`src/rtl/dram_ref_pkg.sv`:
```
package dram_ref_pkg;

  typedef enum logic [1:0] {
    SQ_IDLE,
    SQ_PRE,
    SQ_CSU,
    SQ_RASL
  } seq_state_e;

  typedef enum logic [1:0] {
    PH_WAIT,
    PH_INIT,
    PH_RUN
  } phase_e;

  // Round a duration in ns up to whole clocks of clk_ps picoseconds, minimum 1.
  function automatic int unsigned ns_to_cyc(input int unsigned ns, input int unsigned clk_ps);
    longint unsigned q;
    q = (64'(ns) * 64'd1000 + 64'(clk_ps) - 64'd1) / 64'(clk_ps);
    if (q == 64'd0) q = 64'd1;
    return 32'(q);
  endfunction

  function automatic int unsigned max2(input int unsigned a, input int unsigned b);
    return (a > b) ? a : b;
  endfunction

  // Counter width able to hold values 0..n-1, at least one bit.
  function automatic int unsigned cnt_width(input int unsigned n);
    return (n > 1) ? $clog2(n) : 1;
  endfunction

endpackage

```
`src/rtl/ref_interval_timer.sv`:
```
module ref_interval_timer
  import dram_ref_pkg::*;
#(
  parameter int unsigned INT_CYC = 3125
) (
  input  logic clk,
  input  logic rst_n,
  input  logic en,
  output logic tick
);

  localparam int unsigned CW = cnt_width(INT_CYC);
  localparam logic [CW-1:0] LAST = CW'(INT_CYC - 1);

  logic [CW-1:0] cnt;

  always_ff @(posedge clk or negedge rst_n) begin
    if (!rst_n) begin
      cnt <= '0;
    end else if (!en || cnt == LAST) begin
      cnt <= '0;
    end else begin
      cnt <= cnt + 1'b1;
    end
  end

  assign tick = en && (cnt == LAST);

endmodule

```
`src/rtl/ref_pending_ctr.sv`:
```
module ref_pending_ctr #(
  parameter int unsigned MAX_PENDING = 8,
  localparam int unsigned PW = $clog2(MAX_PENDING + 1)
) (
  input  logic          clk,
  input  logic          rst_n,
  input  logic          inc,
  input  logic          dec,
  output logic [PW-1:0] count,
  output logic          urgent,
  output logic          ovf
);

  localparam logic [PW-1:0] MAXV = PW'(MAX_PENDING);

  always_ff @(posedge clk or negedge rst_n) begin
    if (!rst_n) begin
      count <= '0;
      ovf   <= 1'b0;
    end else if (inc && !dec) begin
      if (count == MAXV) ovf <= 1'b1;
      else               count <= count + 1'b1;
    end else if (dec && !inc && count != '0) begin
      count <= count - 1'b1;
    end
  end

  assign urgent = (count == MAXV);

endmodule

```
`src/rtl/cbr_sequencer.sv`:
```
module cbr_sequencer
  import dram_ref_pkg::*;
#(
  parameter int unsigned PRE_CYC   = 8,
  parameter int unsigned CSU_CYC   = 1,
  parameter int unsigned RASL_CYC  = 12,
  parameter int unsigned CAS_LANES = 2
) (
  input  logic                 clk,
  input  logic                 rst_n,
  input  logic                 start,
  output logic                 busy,
  output logic                 last,
  output logic                 ras_n,
  output logic [CAS_LANES-1:0] cas_n
);

  localparam int unsigned LONGEST = max2(max2(PRE_CYC, CSU_CYC), RASL_CYC);
  localparam int unsigned CW = cnt_width(LONGEST);

  seq_state_e    st, st_nx;
  logic [CW-1:0] cnt, cnt_nx;
  logic          ras_q;
  logic          cas_on_nx;

  always_comb begin
    st_nx  = st;
    cnt_nx = cnt;
    case (st)
      SQ_IDLE: if (start) begin
        st_nx  = SQ_PRE;
        cnt_nx = CW'(PRE_CYC - 1);
      end
      SQ_PRE: if (cnt == '0) begin
        st_nx  = SQ_CSU;
        cnt_nx = CW'(CSU_CYC - 1);
      end else begin
        cnt_nx = cnt - 1'b1;
      end
      SQ_CSU: if (cnt == '0) begin
        st_nx  = SQ_RASL;
        cnt_nx = CW'(RASL_CYC - 1);
      end else begin
        cnt_nx = cnt - 1'b1;
      end
      SQ_RASL: if (cnt == '0) begin
        st_nx = SQ_IDLE;
      end else begin
        cnt_nx = cnt - 1'b1;
      end
      default: st_nx = SQ_IDLE;
    endcase
  end

  assign cas_on_nx = (st_nx == SQ_CSU) || (st_nx == SQ_RASL);

  always_ff @(posedge clk or negedge rst_n) begin
    if (!rst_n) begin
      st    <= SQ_IDLE;
      cnt   <= '0;
      ras_q <= 1'b1;
    end else begin
      st    <= st_nx;
      cnt   <= cnt_nx;
      ras_q <= (st_nx != SQ_RASL);
    end
  end

  // One strobe flop per byte lane so that each pin leaves a register.
  for (genvar g = 0; g < CAS_LANES; g++) begin : g_lane
    logic cas_q;
    always_ff @(posedge clk or negedge rst_n) begin
      if (!rst_n) cas_q <= 1'b1;
      else        cas_q <= !cas_on_nx;
    end
    assign cas_n[g] = cas_q;
  end

  assign ras_n = ras_q;
  assign busy  = (st != SQ_IDLE);
  assign last  = (st == SQ_RASL) && (cnt == '0);

endmodule

```
`src/rtl/dram_refresh_sched.sv`:
```
module dram_refresh_sched
  import dram_ref_pkg::*;
#(
  parameter int unsigned CLK_PS       = 5000,
  parameter int unsigned STARTUP_NS   = 200000,
  parameter int unsigned INTERVAL_NS  = 15625,
  parameter int unsigned INIT_CYCLES  = 8,
  parameter int unsigned PRECHARGE_NS = 40,
  parameter int unsigned RAS_MIN_NS   = 60,
  parameter int unsigned CAS_SETUP_NS = 5,
  parameter int unsigned CAS_HOLD_NS  = 10,
  parameter int unsigned MAX_PENDING  = 8,
  parameter int unsigned CAS_LANES    = 2,
  localparam int unsigned PEND_W      = $clog2(MAX_PENDING + 1)
) (
  input  logic                 clk,
  input  logic                 rst_n,
  input  logic                 ref_gnt,
  output logic                 ref_req,
  output logic                 ref_urgent,
  output logic                 ref_ack,
  output logic [PEND_W-1:0]    ref_pending,
  output logic                 init_done,
  output logic                 ovf_err,
  output logic                 ras_n,
  output logic [CAS_LANES-1:0] cas_n
);

  localparam int unsigned WAIT_CYC = ns_to_cyc(STARTUP_NS, CLK_PS);
  localparam int unsigned INT_CYC  = ns_to_cyc(INTERVAL_NS, CLK_PS);
  localparam int unsigned PRE_CYC  = ns_to_cyc(PRECHARGE_NS, CLK_PS);
  localparam int unsigned CSU_CYC  = ns_to_cyc(CAS_SETUP_NS, CLK_PS);
  localparam int unsigned RASL_CYC = max2(ns_to_cyc(RAS_MIN_NS, CLK_PS),
                                          ns_to_cyc(CAS_HOLD_NS, CLK_PS));
  localparam int unsigned WAIT_W   = cnt_width(WAIT_CYC);
  localparam int unsigned INIT_W   = $clog2(INIT_CYCLES + 1);

  // Named internal events, observed by the bound checker.
  logic ref_tick;
  logic seq_start;
  logic seq_busy;
  logic seq_last;
  logic run_dec;
  logic need;

  phase_e            phase;
  logic [WAIT_W-1:0] wait_cnt;
  logic [INIT_W-1:0] init_left;
  logic              ack_q;

  always_ff @(posedge clk or negedge rst_n) begin
    if (!rst_n) begin
      phase     <= PH_WAIT;
      wait_cnt  <= WAIT_W'(WAIT_CYC - 1);
      init_left <= '0;
    end else begin
      case (phase)
        PH_WAIT: begin
          if (wait_cnt == '0) begin
            phase     <= PH_INIT;
            init_left <= INIT_W'(INIT_CYCLES);
          end else begin
            wait_cnt <= wait_cnt - 1'b1;
          end
        end
        PH_INIT: begin
          if (seq_last) begin
            init_left <= init_left - 1'b1;
            if (init_left == INIT_W'(1)) phase <= PH_RUN;
          end
        end
        default: ;
      endcase
    end
  end

  always_ff @(posedge clk or negedge rst_n) begin
    if (!rst_n) ack_q <= 1'b0;
    else        ack_q <= seq_last;
  end

  assign init_done = (phase == PH_RUN);
  assign run_dec   = seq_last && init_done;
  assign need      = (phase == PH_INIT) || (init_done && ref_pending != '0);
  assign ref_req   = need && !seq_busy;
  assign seq_start = ref_req && ref_gnt;
  assign ref_ack   = ack_q;

  ref_interval_timer #(
    .INT_CYC (INT_CYC)
  ) u_timer (
    .clk   (clk),
    .rst_n (rst_n),
    .en    (init_done),
    .tick  (ref_tick)
  );

  ref_pending_ctr #(
    .MAX_PENDING (MAX_PENDING)
  ) u_pend (
    .clk    (clk),
    .rst_n  (rst_n),
    .inc    (ref_tick),
    .dec    (run_dec),
    .count  (ref_pending),
    .urgent (ref_urgent),
    .ovf    (ovf_err)
  );

  cbr_sequencer #(
    .PRE_CYC   (PRE_CYC),
    .CSU_CYC   (CSU_CYC),
    .RASL_CYC  (RASL_CYC),
    .CAS_LANES (CAS_LANES)
  ) u_seq (
    .clk   (clk),
    .rst_n (rst_n),
    .start (seq_start),
    .busy  (seq_busy),
    .last  (seq_last),
    .ras_n (ras_n),
    .cas_n (cas_n)
  );

endmodule

```
`config.mk`:
```
export PLATFORM = sky130hd
export DESIGN_NAME = dram_refresh_sched
export DESIGN_NICKNAME = d
export VERILOG_FILES = /design/src/rtl/dram_ref_pkg.sv /design/src/rtl/ref_interval_timer.sv /design/src/rtl/ref_pending_ctr.sv /design/src/rtl/cbr_sequencer.sv /design/src/rtl/dram_refresh_sched.sv
export SDC_FILE = /design/constraint.sdc
export NUM_CORES = 1
export LEC_CHECK = 0
export CORE_MARGIN = 3
export CORE_UTILIZATION = 46
export DETAILED_ROUTE_END_ITERATION = 6
export DONT_BUFFER_PORTS = 1
export GPL_ROUTABILITY_DRIVEN = 0
export SETUP_SLACK_MARGIN = 0.1
export SYNTH_ARGS = -nofsm -noshare
export SYNTH_HDL_FRONTEND = slang
export SYNTH_SLANG_ARGS = --single-unit
```
`constraint.sdc`:
```
create_clock -name clk -period 2.7 [get_ports clk]
set_input_delay 0.135 -clock clk [delete_from_list [all_inputs] [get_ports clk]]
set_output_delay 0.135 -clock clk [all_outputs]
set_load 0.02 [all_outputs]
```
==> out/results.txt <==
Status: finished, final reports clean
Initial antenna violation count: 0
Antenna-violating nets left: 0
Syn Area/Cell: 10.42 sq um
Family with the most delay on the worst path: simple AND/OR/NAND/NOR gates
Largest family of logic cells by synthesized area: simple AND/OR/NAND/NOR gates
Max-Cap Viols: 0
Post-synth EDFFs: 0
DRC errors left: 0
GRT Residual Overflow: 0
Most used DFF post-synth: dfrtp_1
Max_slew headroom: 60.58%
Int Power: 0.001394 W
RSZ-0062 raised after global routing: true
Final Critical Period: 2461 ps
Synth unique cells: 52
DR top layer: met4
Metal2 WL: 2000 um
Largest net degree at the start of global routing: 49
Synth Area in Simple Gates: 20.98%
Num rows: 26
Post-synthesis mux area share: 2.840%
Max VDD drop: 287.0 uV
Setup_tns: 0 ps
I/O Buffers: 0
Filler cells: 464
HPWL after DPL: 3015 um
Worst skew pair latency: 300 ps
# setup viols final: 0
Synthesis Warnings: 0
Sw Share: 30.60%
Slew @ Worst Pin: 585.8 ps
Setup crit start kind: register
Met3 WL: 161 um
Final #Nets: 263
Placed cell count: 309
Worst Clk Skew: 17.73 ps
Slowest CP cell: or4b_4
Mapped Area: 2511 sq um
Number of global-route vias before repair: 1,572
Fin cells: 320
CTS buffer count: 5
Routed len/inst: 13.53 um
Asr flop ratio synth: 100.0%
Core area: 5205 sq um
Io pins: 15
Flop pwr share: 48.8%
Comb pwr share: 21.0%
Final WL: 4328 um
Power Dens Cells: 721.8 nW/um^2
Inserted Diodes: 0
Pleak: 1.334 nW
Syn Nets: 255
FF+latch count, synth: 48
Compound-cell area share of the yosys netlist: 8.421%
Register area: 1216 sq um
Buf/Inv on CP: 0
Setup CP Type: reg2reg
Clock transition at the registers of the reported paths: 100 ps
Starting density of the core: 48.25%
Die Width: 79.89 um
Root Buffer Master: clkbuf_8
Max Freq: 0.4064 GHz
Starting DRT DRC Count: 77
Drt via density: 5.319
Kind of end point of the critical path: register
Clock share of power: 30.1%
Switch Pwr: 0.0006145 W
CTS tree: yes
Crit path DAT: 2680 ps
First drt pass iteration count: 4
Tightest Hold Check Type: in2reg
DIE AREA: 6382 sq um
Crit-path cells: or4b_4, nor4_4, nand3_2, ha_1, a21o_1, a21oi_1, mux2i_1, xnor2_1
Routed length on met1: 2113 um
Htree depth: 2
Die Span Y: 79.89 um
Slowest stage delay, CP: 550 ps
Post-synthesis sequential area ratio: 48.43%
Cell count after synthesis: 241
Final Hold Vio Count: 0
First-pass GRT wire length: 7279 um
CP Max Fanout: 4
Final period util: 91.14%
Total track usage: 14.50%
XOR/XNOR share of the synthesized area: 9.766%
CTS sink cnt: 48
Max-slew violation count: 0
Clk buf depth: 2
Post-synthesis adder-cell area fraction: 5.780%
Area Overhead vs Synth: 10.81%
Multi-input gate area: 1205 sq um
Total number of vias: 1,702
Layout cell share with drive strength beyond 1: 15.20%
Critical path required time: 2920 ps
final timing paths:
path,slack (ps),start,depth (start not counted),endpoint
min,100,ref_gnt,3,u_seq.cnt[3]
max in group asynchronous,2070,rst_n,2,wait_cnt[11]
min in group asynchronous,340,rst_n,2,u_pend.ovf
max,240,u_timer.cnt[6],8,u_pend.count[3]
max reg2reg,240,u_timer.cnt[6],8,u_pend.count[3]
min reg2reg,470,wait_cnt[14],1,wait_cnt[14]
per-layer routing:
layer  GRT usage [%]  vias up
li1                -      849
met1           19.77      822
met2           22.27       25
met3           4.063        6
met4           4.561        0
met5               0        -
cells in the final DEF, fill, tap and decap left out, types with 3 or more instances in the layout:
master / count
nand3_1: 8
o21ai_0: 6
mux2i_1: 3
and3_1: 3
dfrtp_1: 36
dfstp_2: 12
nand2b_1: 5
ha_1: 10
nand2_1: 19
inv_1: 16
nor4_1: 6
clkbuf_8: 5
a22o_1: 3
o31ai_1: 3
a21oi_1: 5
o21bai_1: 3
nor2_1: 22
buf_4: 4
xnor2_1: 9
xor2_1: 19
or3_1: 4
nor3_1: 9
sequential cells by signal (all words and copies together) (netlist names):
| register | count |
|---|---|
| wait_cnt | 16 |
| u_timer.cnt | 12 |
| init_left | 4 |
| u_pend.count | 4 |
| u_seq.cnt | 4 |
| phase | 2 |
| u_seq.st | 2 |
| ref_ack | 1 |
| u_pend.ovf | 1 |
| u_seq.g_lane.cas_q | 1 |
| u_seq.ras_n | 1 |
stage by stage:
| step | setup slack [ps] | area [sq um] | util, % | total power (W) | hold WS [ps] |
|---|---|---|---|---|---|
| 6_report | 239.2 | 2783 | 53.46 | 0.002009 | 97.51 |
| 5_1_grt | 98.36 | 2783 | 53.46 | 0.002147 | 118.7 |
| 4_1_cts | 173.6 | 2778 | 53.37 | 0.002037 | 87.97 |
| 3_5_place_dp | 208.5 | 2597 | 49.90 | 0.001399 | -159.5 |
| 3_3_place_gp | 249.1 | 2597 | 49.90 | 0.001386 | -159.6 |
| 2_1_floorplan | 313.1 | 2511 | - | 0.001318 | -160.6 |
Yosys cell counts (all sizes together) (2+ instances only):
| cell type | number | share of area [%] |
|---|---|---|
| dfrtp | 36 | 36 |
| nor2 | 23 | 3.5 |
| nand2 | 19 | 2.8 |
| xor2 | 19 | 6.6 |
| inv | 17 | 2.5 |
| dfstp | 12 | 13 |
| ha | 10 | 5.0 |
| nand3 | 10 | 2.2 |
| nor3 | 10 | 2.2 |
| xnor2 | 9 | 3.1 |
| nor4 | 8 | 2.8 |
| o21ai | 6 | 1.2 |
| a21oi | 5 | 1.0 |
| nand2b | 5 | 1.2 |
| or3 | 4 | 1.0 |
| a22o | 3 | 1.0 |
| and3 | 3 | 0.75 |
| buf | 3 | 0.80 |
| clkbuf | 3 | 0.45 |
| mux2 | 3 | 1.6 |
| mux2i | 3 | 1.2 |
| o21bai | 3 | 0.90 |
| o31ai | 3 | 0.90 |
| a21o | 2 | 0.60 |
| nor3b | 2 | 1.0 |
| o22ai | 2 | 0.50 |
power by group through the flow:
stage	Sequential [W]	Combinational [W]	Clock (W)
2_1_floorplan	0.000925	0.000393	0
3_3_place_gp	0.000992	0.000395	0
3_5_place_dp	0.000998	0.000401	0
4_1_cts	0.000982	0.000425	0.000629
5_1_grt	0.00101	0.000488	0.000654
6_report	0.000981	0.000422	0.000605
what timing repair did:
item / CTS / global route
resized for setup: 0 / 1
hold buffers: 3 / 0
setup buffers: 0 / 0
endpoints found under the setup margin: 0 / 1
hold endpoints to repair: 49 / 0
cell families after synthesis:
family | Yosys count
AOI/OAI and AO/OA | 31
xor gates and xnor gates | 28
adders and majority gates | 11
buffers and inverters | 23
DFF | 48
muxes | 6
and+or+nand+nor | 94
cell type report:
| class | count | area share (%) |
|---|---|---|
| inverter | 17 | 2.293 |
| multi-input combinational | 170 | 43.30 |
| clock inverter | 2 | 2.158 |
| sequential | 48 | 43.71 |
| tap | 70 | 3.147 |
| clock buffer | 6 | 2.608 |
| timing repair buffer | 7 | 2.788 |
worst min-delay path, stage by stage:
cell and delay, ps:
a21boi_1 90, nand2_1 70, o31ai_1 60
Power figures use the tool's default switching activity.
